### src/rtl/dsat_pkg.sv
// Shared helpers for the desaturation supervisor.
// Assumes only integer parameters of zero or more.
package dsat_pkg;
    // Width of a counter that must hold the values 0 to lim.
    function automatic int cnt_w(input int lim);
        return (lim < 1) ? 1 : $clog2(lim + 1);
    endfunction
endpackage

### src/rtl/dsat_delay_cnt.sv
// Counts edges while `active` is high and raises `done` once LIM edges
// have passed. The count holds at LIM and clears when `active` drops.
// Assumes `active` stays high for the whole interval being timed.
module dsat_delay_cnt #(
    parameter int LIM = 4
) (
    input  logic clk,
    input  logic rst_n,
    input  logic active,
    output logic done
);
    import dsat_pkg::*;
    localparam int W = cnt_w(LIM);
    localparam logic [W-1:0] LIM_V = W'(LIM);

    generate
        if (LIM == 0) begin : g_zero
            assign done = active;
        end else begin : g_cnt
            logic [W-1:0] cnt;
            // Advance the elapsed-edge count, holding at the limit.
            always_ff @(posedge clk) begin
                if (!rst_n || !active) cnt <= '0;
                else if (cnt != LIM_V) cnt <= cnt + 1'b1;
            end
            assign done = active && (cnt == LIM_V);
        end
    endgenerate
endmodule

### src/rtl/dsat_clr_debounce.sv
// Accepts the active-low clear level after DEB_CYC consecutive low samples.
// Any high sample restarts the count. Assumes clr_n is synchronous to clk.
module dsat_clr_debounce #(
    parameter int DEB_CYC = 70
) (
    input  logic clk,
    input  logic rst_n,
    input  logic clr_n,
    output logic accepted
);
    import dsat_pkg::*;
    localparam int W = cnt_w(DEB_CYC);
    localparam logic [W-1:0] LIM_V = W'(DEB_CYC);

    logic [W-1:0] low_cnt;

    // Count consecutive low samples of the clear input.
    always_ff @(posedge clk) begin
        if (!rst_n || clr_n) low_cnt <= '0;
        else if (low_cnt != LIM_V) low_cnt <= low_cnt + 1'b1;
    end

    assign accepted = !clr_n && (low_cnt == LIM_V);
endmodule

### src/rtl/dsat_blank_timer.sv
// Masking window after turn-on: keeps detection disarmed for MASK_CYC
// edges of effective on-time, restarting at every turn-on.
// Assumes eff_on already includes any inhibit.
module dsat_blank_timer #(
    parameter int MASK_CYC = 37
) (
    input  logic clk,
    input  logic rst_n,
    input  logic eff_on,
    output logic armed
);
    logic mask_done;

    dsat_delay_cnt #(.LIM(MASK_CYC)) u_mask (
        .clk    (clk),
        .rst_n  (rst_n),
        .active (eff_on),
        .done   (mask_done)
    );

    assign armed = eff_on && mask_done;
endmodule

### src/rtl/dsat_supervisor.sv
// Desaturation fault supervisor. Arms the comparator after the masking
// window, latches a fault, then times a soft shutdown request and the
// active-low fault report. A debounced active-low clear releases the
// fault. Assumes all inputs are synchronous to clk.
module dsat_supervisor #(
    parameter int MASK_CYC   = 37,
    parameter int SSD_CYC    = 20,
    parameter int REPORT_CYC = 100,
    parameter int DEB_CYC    = 70
) (
    input  logic clk,
    input  logic rst_n,
    input  logic drive_on,
    input  logic desat_cmp,
    input  logic clr_n,
    output logic dis_sw_en,
    output logic soft_off_req,
    output logic fault_n,
    output logic drive_inhibit
);
    logic fault_lat;
    logic clr_ok;
    logic eff_on;
    logic armed;
    logic ssd_done;
    logic rep_done;

    assign drive_inhibit = fault_lat || !clr_n;
    assign eff_on        = drive_on && !drive_inhibit;

    dsat_blank_timer #(.MASK_CYC(MASK_CYC)) u_blank (
        .clk    (clk),
        .rst_n  (rst_n),
        .eff_on (eff_on),
        .armed  (armed)
    );

    dsat_clr_debounce #(.DEB_CYC(DEB_CYC)) u_deb (
        .clk      (clk),
        .rst_n    (rst_n),
        .clr_n    (clr_n),
        .accepted (clr_ok)
    );

    // Fault latch: clearing wins; setting needs an armed detector.
    always_ff @(posedge clk) begin
        if (!rst_n) fault_lat <= 1'b0;
        else if (clr_ok) fault_lat <= 1'b0;
        else if (armed && desat_cmp) fault_lat <= 1'b1;
    end

    dsat_delay_cnt #(.LIM(SSD_CYC)) u_ssd (
        .clk    (clk),
        .rst_n  (rst_n),
        .active (fault_lat),
        .done   (ssd_done)
    );

    dsat_delay_cnt #(.LIM(REPORT_CYC)) u_rep (
        .clk    (clk),
        .rst_n  (rst_n),
        .active (fault_lat),
        .done   (rep_done)
    );

    assign dis_sw_en    = !armed;
    assign soft_off_req = ssd_done;
    assign fault_n      = !rep_done;
endmodule

### config.mk
export PLATFORM = sky130hd
export DESIGN_NAME = dsat_supervisor
export DESIGN_NICKNAME = d
export VERILOG_FILES = /design/src/rtl/dsat_pkg.sv /design/src/rtl/dsat_delay_cnt.sv /design/src/rtl/dsat_clr_debounce.sv /design/src/rtl/dsat_blank_timer.sv /design/src/rtl/dsat_supervisor.sv
export SDC_FILE = /design/constraint.sdc
export NUM_CORES = 1
export LEC_CHECK = 0
export ABC_CLOCK_PERIOD_IN_PS = 3710
export BUFFER_PORTS_ARGS = -buffer_cell sky130_fd_sc_hd__buf_2
export CORE_MARGIN = 3
export CORE_UTILIZATION = 55
export DETAILED_ROUTE_END_ITERATION = 10
export GPL_TIMING_DRIVEN = 0
export PLACE_DENSITY_LB_ADDON = 0.12
export SYNTH_ARGS = -nofsm -noshare
export SYNTH_HDL_FRONTEND = slang
export SYNTH_HIERARCHICAL = 1
export SYNTH_SLANG_ARGS = --single-unit
### constraint.sdc
create_clock -name clk -period 3.71 [get_ports clk]
set_input_delay 1.113 -clock clk [delete_from_list [all_inputs] [get_ports clk]]
set_output_delay 1.113 -clock clk [all_outputs]
set_load 0.02 [all_outputs]
==> results.yml, run 1 <==
grt:
  grt_pass1_wl_mm: 4.31
  grt_overflow: 0
  grt_pass1_vias: 1040
  grt_max_degree: 16
  grt_util_all_layers: 0.169
  grt_antenna_before_repair: 0
cells_and_area:
  layout.nets: 171
  syn_to_final_growth_pct: 9.51
  fill_cells: 205
  stdcell_count: 185
  layout-drive-gt1-share: 0.153
  postLayoutCoreUtil: 0.652
  diodes: 0
route:
  drt_pre_antenna_iters: 4
  totalWireLength_mm: 2.26
  drtAntennaViolNets: 0
  drc: 0
  dr.first_iter.drc_count: 13
  num_vias: 1015
  vias_per_cell: 5.49
  wl_per_cell_um: 12.2
timing:
  fin_crit_sh: 0.811
  finalSetupViolCount: 0
  worst_pin_slew_ns: 0.318
  fin_crit_ns: 3.01
  rsz0062_at_grt: "no"
  setup_ws_ns: 0.702
  hold_viol_final: 0
  fin_tns_setup_ns: 0
  max_freq_mhz: 332
  fin_skew_ns: 0.00873
  finalMaxSlewViolations: 0
  maxSlewHeadroom: 0.788
logic_synthesis:
  ys.flop_type: "dfxtp_1"
  synth_top_cell_by_area: "dfxtp_1"
  syn_inst: 145
  yosys-top-cells-area: "dfxtp_1, ha_1, xor2_1"
  yosysWarnings: 6
  synth.avg_cell_area_sq_um: 9.26
  synth_edf_count: 0
  async_flop_share: 0
  syn-cell-area_sq_um: 1340
  synth_most_common_cell: "dfxtp_1"
  synth_nets: 158
  synth_top_area_frac: 0.388
  yosysSeqAreaShare: 0.388
  synth_cell_type_count: 32
  ys_ff_latch: 26
  synth_common_cells: "dfxtp_1, a21oi_1, inv_1, nand3_1"
placement:
  hpwl_mm: 1.70
  gp_congestion: 0.777
  placed_cells: 181
  pre_cts_slack_ns: 0.712
  port_buffers: 8
cts:
  ctsResizeCount: 0
  clk_latency_ns: 0.32
  cts_buffers: 3
  cts.reportedPaths.clkPinSlew_ns: 0.14
  cts_hold_buf: 0
  clock_sinks: 26
  htreeDepth: 1
  cts_tree: "yes"
  post_cts_buffers: 0
  cts-root-buf: "clkbuf_4"
  clk_path_buf_depth: 2
setup_path:
  cp_slowest_stage_delay_ns: 0.17
  cp-start-kind: "primary input"
  crit_arrival_ns: 1.89
  slowest_stage: "and3_1"
  path_class: "primary input to output pin"
  r2r_start: "u_rep/g_cnt.cnt[0]$_SDFFE_PP0P_"
  critPathRequiredTime_ns: 2.60
  ff2ff_path_depth: 5
  cp_max_fo: 3
  crit_chain: "buf_2 -> nand2b_4 -> nor2_1 -> and3_1 -> and2_1 -> inv_1 -> buf_2"
  crit_path_frequent_cell: "buf_2"
  reg2reg_slack_ns: 2.28
  crit_end: "dis_sw_en"
  cp-end-kind: "output pin"
  r2r-end: "u_rep/g_cnt.cnt[4]$_SDFFE_PP0P_"
  crit_start: "clr_n"
pwr:
  report.power.total_w: 0.000493
  peakVddDrop_mv: 0.210
  power.density_nw_per_um2: 335
  power.leakage_nw: 0.501
floorplan:
  die_h_um: 55.4
  num_rows: 17
  core_sq_um: 2250
  num_io_pins: 9
  die_w_um: 55.4
  dieArea_sq_um: 3070
  initial_core_util: 0.595
flow_run:
  maxCapViolCount: 0
min_path:
  hold_class: "flip-flop to flip-flop"
outcome:
  outcome: "finished clean"
[worst min path at each step]
stage / slack, ns / start / endpoint / depth (start not counted)
after floorplan: 0.45 / u_rep/g_cnt.cnt[6]$_SDFFE_PP0P_ / u_rep/g_cnt.cnt[6]$_SDFFE_PP0P_ / 2
after global placement: 0.47 / u_rep/g_cnt.cnt[6]$_SDFFE_PP0P_ / u_rep/g_cnt.cnt[6]$_SDFFE_PP0P_ / 2
after detailed placement: 0.48 / u_blank/u_mask/g_cnt.cnt[5]$_SDFFE_PP0P_ / u_blank/u_mask/g_cnt.cnt[5]$_SDFFE_PP0P_ / 2
after CTS: 0.50 / u_blank/u_mask/g_cnt.cnt[5]$_SDFFE_PP0P_ / u_blank/u_mask/g_cnt.cnt[5]$_SDFFE_PP0P_ / 2
after global routing: 0.53 / u_blank/u_mask/g_cnt.cnt[5]$_SDFFE_PP0P_ / u_blank/u_mask/g_cnt.cnt[5]$_SDFFE_PP0P_ / 2
final: 0.49 / u_blank/u_mask/g_cnt.cnt[5]$_SDFFE_PP0P_ / u_blank/u_mask/g_cnt.cnt[5]$_SDFFE_PP0P_ / 2
[layer usage]
metal	GRT usage	share of wire	vias up
li1	-	-	533
met1	0.208	0.47	467
met2	0.291	0.49	13
met3	0.0234	0.033	2
met4	0.0729	0.0089	0
met5	0	0	-
[cell usage in the layout (no fill, tap or decap), drive strengths merged]
cell / synthesis / routed
a21oi: 12 / 12
dfxtp: 26 / 26
bufinv: 0 / 1
and2: 3 / 3
a21boi: 1 / 1
clkbuf: 0 / 3
or3: 5 / 5
nand3: 14 / 14
mux2i: 2 / 2
inv: 12 / 12
a311o: 1 / 1
nor3b: 3 / 3
nor2: 8 / 8
and4bb: 3 / 3
and3: 1 / 1
nand2: 9 / 9
nand2b: 3 / 3
a31o: 1 / 1
buf: 0 / 8
and2b: 1 / 1
a211oi: 2 / 2
o21ai: 6 / 6
nand4bb: 1 / 1
nand4b: 1 / 1
xnor2: 4 / 4
ha: 8 / 8
xor2: 9 / 9
nor3: 8 / 8
nor2b: 1 / 1
[state kept, by name (all words and copies together), names as in the netlist]
register / count
fault_lat: 1
u_blank/u_mask/g_cnt.cnt: 6
u_deb/low_cnt: 7
u_rep/g_cnt.cnt: 7
u_ssd/g_cnt.cnt: 5
[critical path: cells and delay by family]
kind,cells,cell delay (ns)
and+or+nand+nor,4,0.48
buffers and inverters,3,0.31
[kinds of logic (layout without fill, tap and decap cells)]
| group | Yosys count | in the layout | synth area share |
|---|---|---|---|
| adder cells (fa/ha/maj) | 8 | 8 | 0.0746 |
| multiplexers | 2 | 2 | 0.0149 |
| flip-flops | 26 | 26 | 0.388 |
| buffers and inverters | 12 | 24 | 0.0335 |
| AND/OR/NAND/NOR | 61 | 61 | 0.299 |
| XOR/XNOR | 13 | 13 | 0.0848 |
| AO/OA/AOI/OAI | 23 | 23 | 0.105 |
[area by class of cell]
type                       instances  area (sq um)  share of cell area
clock buffer                       3          22.5              0.0153
timing repair buffer               8          40.0              0.0272
clock inverter                     1          30.0              0.0204
sequential                        26           520               0.354
inverter                          12          45.0              0.0306
multi-input combinational        107           777               0.529
tap                               28          35.0              0.0238
[where the power goes]
group,switching [W],internal [W],leakage [nW]
clock network,0.0000858,0.000109,0.0279
logic,0.00000926,0.00000604,0.264
registers,0.00000190,0.000281,0.210
[stage by stage]
stage / hold WS, ns / instance area, sq um
after floorplan: 0.454 / 1340
after global placement: 0.469 / 1420
after detailed placement: 0.481 / 1420
after CTS: 0.500 / 1470
after global routing: 0.530 / 1470
final: 0.494 / 1470
Note: power is estimated with default switching activity, not from simulation.
==> run 2: changes to the inputs <==
Settings changed: ABC_AREA set to 1, ABC_CLOCK_PERIOD_IN_PS 3710 to 2800.
Clock period 3.71 ns to 2.8 ns, I/O delays scaled along.
==> results.yml, run 2 <==
logic_synthesis:
  synth.avg_cell_area_sq_um: 7.09
  synth_cell_type_count: 24
  async_flop_share: 0
  synth_top_area_frac: 0.348
  yosysSeqAreaShare: 0.348
  ys.flop_type: "dfxtp_1"
  ys_ff_latch: 26
  syn_inst: 211
  synth_most_common_cell: "nand2_1"
  yosysWarnings: 6
  synth_top_cell_by_area: "dfxtp_1"
  synth_common_cells: "nand2_1, inv_1, nor2_1, dfxtp_1, nand3_1"
  synth_edf_count: 0
  synth_nets: 224
  syn-cell-area_sq_um: 1500
  yosys-top-cells-area: "dfxtp_1, nand2_1, inv_1"
setup_path:
  ff2ff_path_depth: 9
  crit_path_frequent_cell: "inv_1"
  r2r-end: "fault_lat$_SDFFE_PP0P_"
  cp-start-kind: "flip-flop"
  r2r_start: "u_blank/u_mask/g_cnt.cnt[0]$_SDFFE_PP0P_"
  cp_slowest_stage_delay_ns: 0.41
  path_class: "flip-flop to output pin"
  slowest_stage: "dfxtp_1"
  crit_chain: "ha_1 -> inv_1 -> nor2_4 -> nand2_2 -> nor2_1 -> nand2_1 -> inv_1 -> inv_1 -> buf_2"
  reg2reg_slack_ns: 1.53
  crit_arrival_ns: 1.58
  cp-end-kind: "output pin"
  critPathRequiredTime_ns: 1.96
  cp_max_fo: 5
route:
  routed.top_layer: "met4"
  dr.first_iter.drc_count: 51
  wl_per_cell_um: 10.1
  drtAntennaViolNets: 0
  totalWireLength_mm: 2.56
  drc: 0
  num_vias: 1267
  vias_per_cell: 5.01
  drt-met1-wl_mm: 1.19
  wl_met3_um: 116
  drt_pre_antenna_iters: 4
  wl_met2_mm: 1.22
floorplan:
  die_w_um: 58.1
  die_h_um: 58.1
  initial_core_util: 0.593
  num_io_pins: 9
  core_sq_um: 2520
  dieArea_sq_um: 3380
  num_rows: 18
cells_and_area:
  final_cell_mix: "nand2_1, inv_1, nor2_1"
  stdcell_count: 253
  syn_to_final_growth_pct: 8.70
  postLayoutCoreUtil: 0.644
  layout-drive-gt1-share: 0.179
  reg_top3: "u_deb/low_cnt x7, u_rep/g_cnt.cnt x7, u_blank/u_mask/g_cnt.cnt x6"
  diodes: 0
  layout_commonest_cell: "nand2_1"
  layout.nets: 237
flow_run:
  maxCapViolCount: 0
min_path:
  hp-start: "u_deb/low_cnt[6]$_SDFFE_PP0P_"
  hold_class: "flip-flop to flip-flop"
  hold_end: "u_deb/low_cnt[6]$_SDFFE_PP0P_"
  worstHoldPathCells: 2
timing:
  finalSetupViolCount: 0
  maxSlewHeadroom: 0.820
  fin_tns_setup_ns: 0
  fin_skew_ns: 0.00639
  fin_crit_sh: 0.866
  fin_crit_ns: 2.42
  finalMaxSlewViolations: 0
  hold_viol_final: 0
  max_freq_mhz: 413
  rsz0062_at_grt: "no"
  worst_pin_slew_ns: 0.269
cts:
  cts_tree: "yes"
  clock_sinks: 26
  cts.reportedPaths.clkPinSlew_ns: 0.15
  cts_buffers: 3
  clk_path_buf_depth: 2
  cts-root-buf: "clkbuf_4"
  cts_hold_buf: 0
  htreeDepth: 1
  post_cts_buffers: 0
  clk_latency_ns: 0.32
  ctsResizeCount: 0
placement:
  port_buffers: 8
  placed_cells: 249
  gp_congestion: 0.841
  hpwl_mm: 2.01
grt:
  grt_pass1_wl_mm: 4.64
  grt_pass1_vias: 1161
  grt_antenna_before_repair: 0
  grt_overflow: 0
  grt_max_degree: 16
  grt_util_all_layers: 0.173
pwr:
  power.density_nw_per_um2: 403
  power.leakage_nw: 0.624
  peakVddDrop_mv: 0.522
outcome:
  outcome: "finished clean"
[run 2: changes by cell type in the layout (fill, tap and decap cells not counted), moves of 5 or more]
cell / before / now
nand3_1: 10 / 17
or3_1: 5 / 0
nand2_2: 0 / 8
xor2_1: 9 / 3
inv_1: 12 / 34
nand2_1: 9 / 37
nor3_1: 8 / 0
nor2_1: 8 / 27
nor2_2: 0 / 7
[run 2: cell type report]
type	instances	area, sq um
Timing Repair Buffer	8	40.0
Buffer	1	11.3
Sequential cell	26	520
Clock inverter	1	30.0
Clock buffer	3	22.5
Tap cell	30	37.5
Multi-Input combinational cell	145	817
Inverter	39	146
Fill cell	231	897
[run 2: worst max path at each step]
stage | start | to | slack [ns] | cells after the start
CTS | u_blank/u_mask/g_cnt.cnt[1]$_SDFFE_PP0P_ | dis_sw_en | 0.35 | 10
global route | u_blank/u_mask/g_cnt.cnt[0]$_SDFFE_PP0P_ | dis_sw_en | 0.21 | 9
global placement | clr_n | dis_sw_en | 0.40 | 9
detailed placement | clr_n | dis_sw_en | 0.39 | 9
floorplan | clr_n | dis_sw_en | 0.58 | 7
finish | u_blank/u_mask/g_cnt.cnt[0]$_SDFFE_PP0P_ | dis_sw_en | 0.38 | 9
[run 2: per-stage QoR]
| step | area (sq um) | hold slack (ns) | setup slack [ns] | power (W) |
|---|---|---|---|---|
| 3_3_place_gp | 1570 | 0.457 | 0.399 | 0.000404 |
| 5_1_grt | 1630 | 0.551 | 0.211 | 0.000687 |
| 2_1_floorplan | 1500 | 0.450 | 0.576 | 0.000397 |
| 3_5_place_dp | 1570 | 0.484 | 0.386 | 0.000405 |
| 6_report | 1630 | 0.500 | 0.376 | 0.000655 |
| 4_1_cts | 1630 | 0.504 | 0.350 | 0.000668 |
[run 2: critical path, delay by kind of cell, from the launching register on]
family	cells	cell delay (ns)
flip-flops	1	0.41
AND/OR/NAND/NOR	4	0.36
buffers and inverters	4	0.33
adder cells (fa/ha/maj)	1	0.16
[run 2: cell families (layout without fill, tap and decap cells)]
group                    after synthesis  after routing  share of synthesized area
adder cells (fa/ha/maj)                8              8                     0.0669
buffers and inverters                 40             52                      0.105
XOR/XNOR                               8              8                     0.0469
flip-flops                            26             26                      0.348
AO/OA/AOI/OAI                         21             21                     0.0820
AND/OR/NAND/NOR                      108            108                      0.351
[run 2: power by group]
part / internal, W / total, W / switching [W]
Clock: 0.000145 / 0.000258 / 0.000113
Sequential: 0.000372 / 0.000374 / 0.00000221
Combinational: 0.00000828 / 0.0000224 / 0.0000142
Total: 0.000525 / 0.000655 / 0.000130
[run 2: routing by layer]
layer | vias to the layer above | global-route usage
met1 | 564 | 0.208
met2 | 24 | 0.300
met3 | 4 | 0.0490
met5 | - | 0
met4 | 0 | 0.0464
li1 | 675 | -
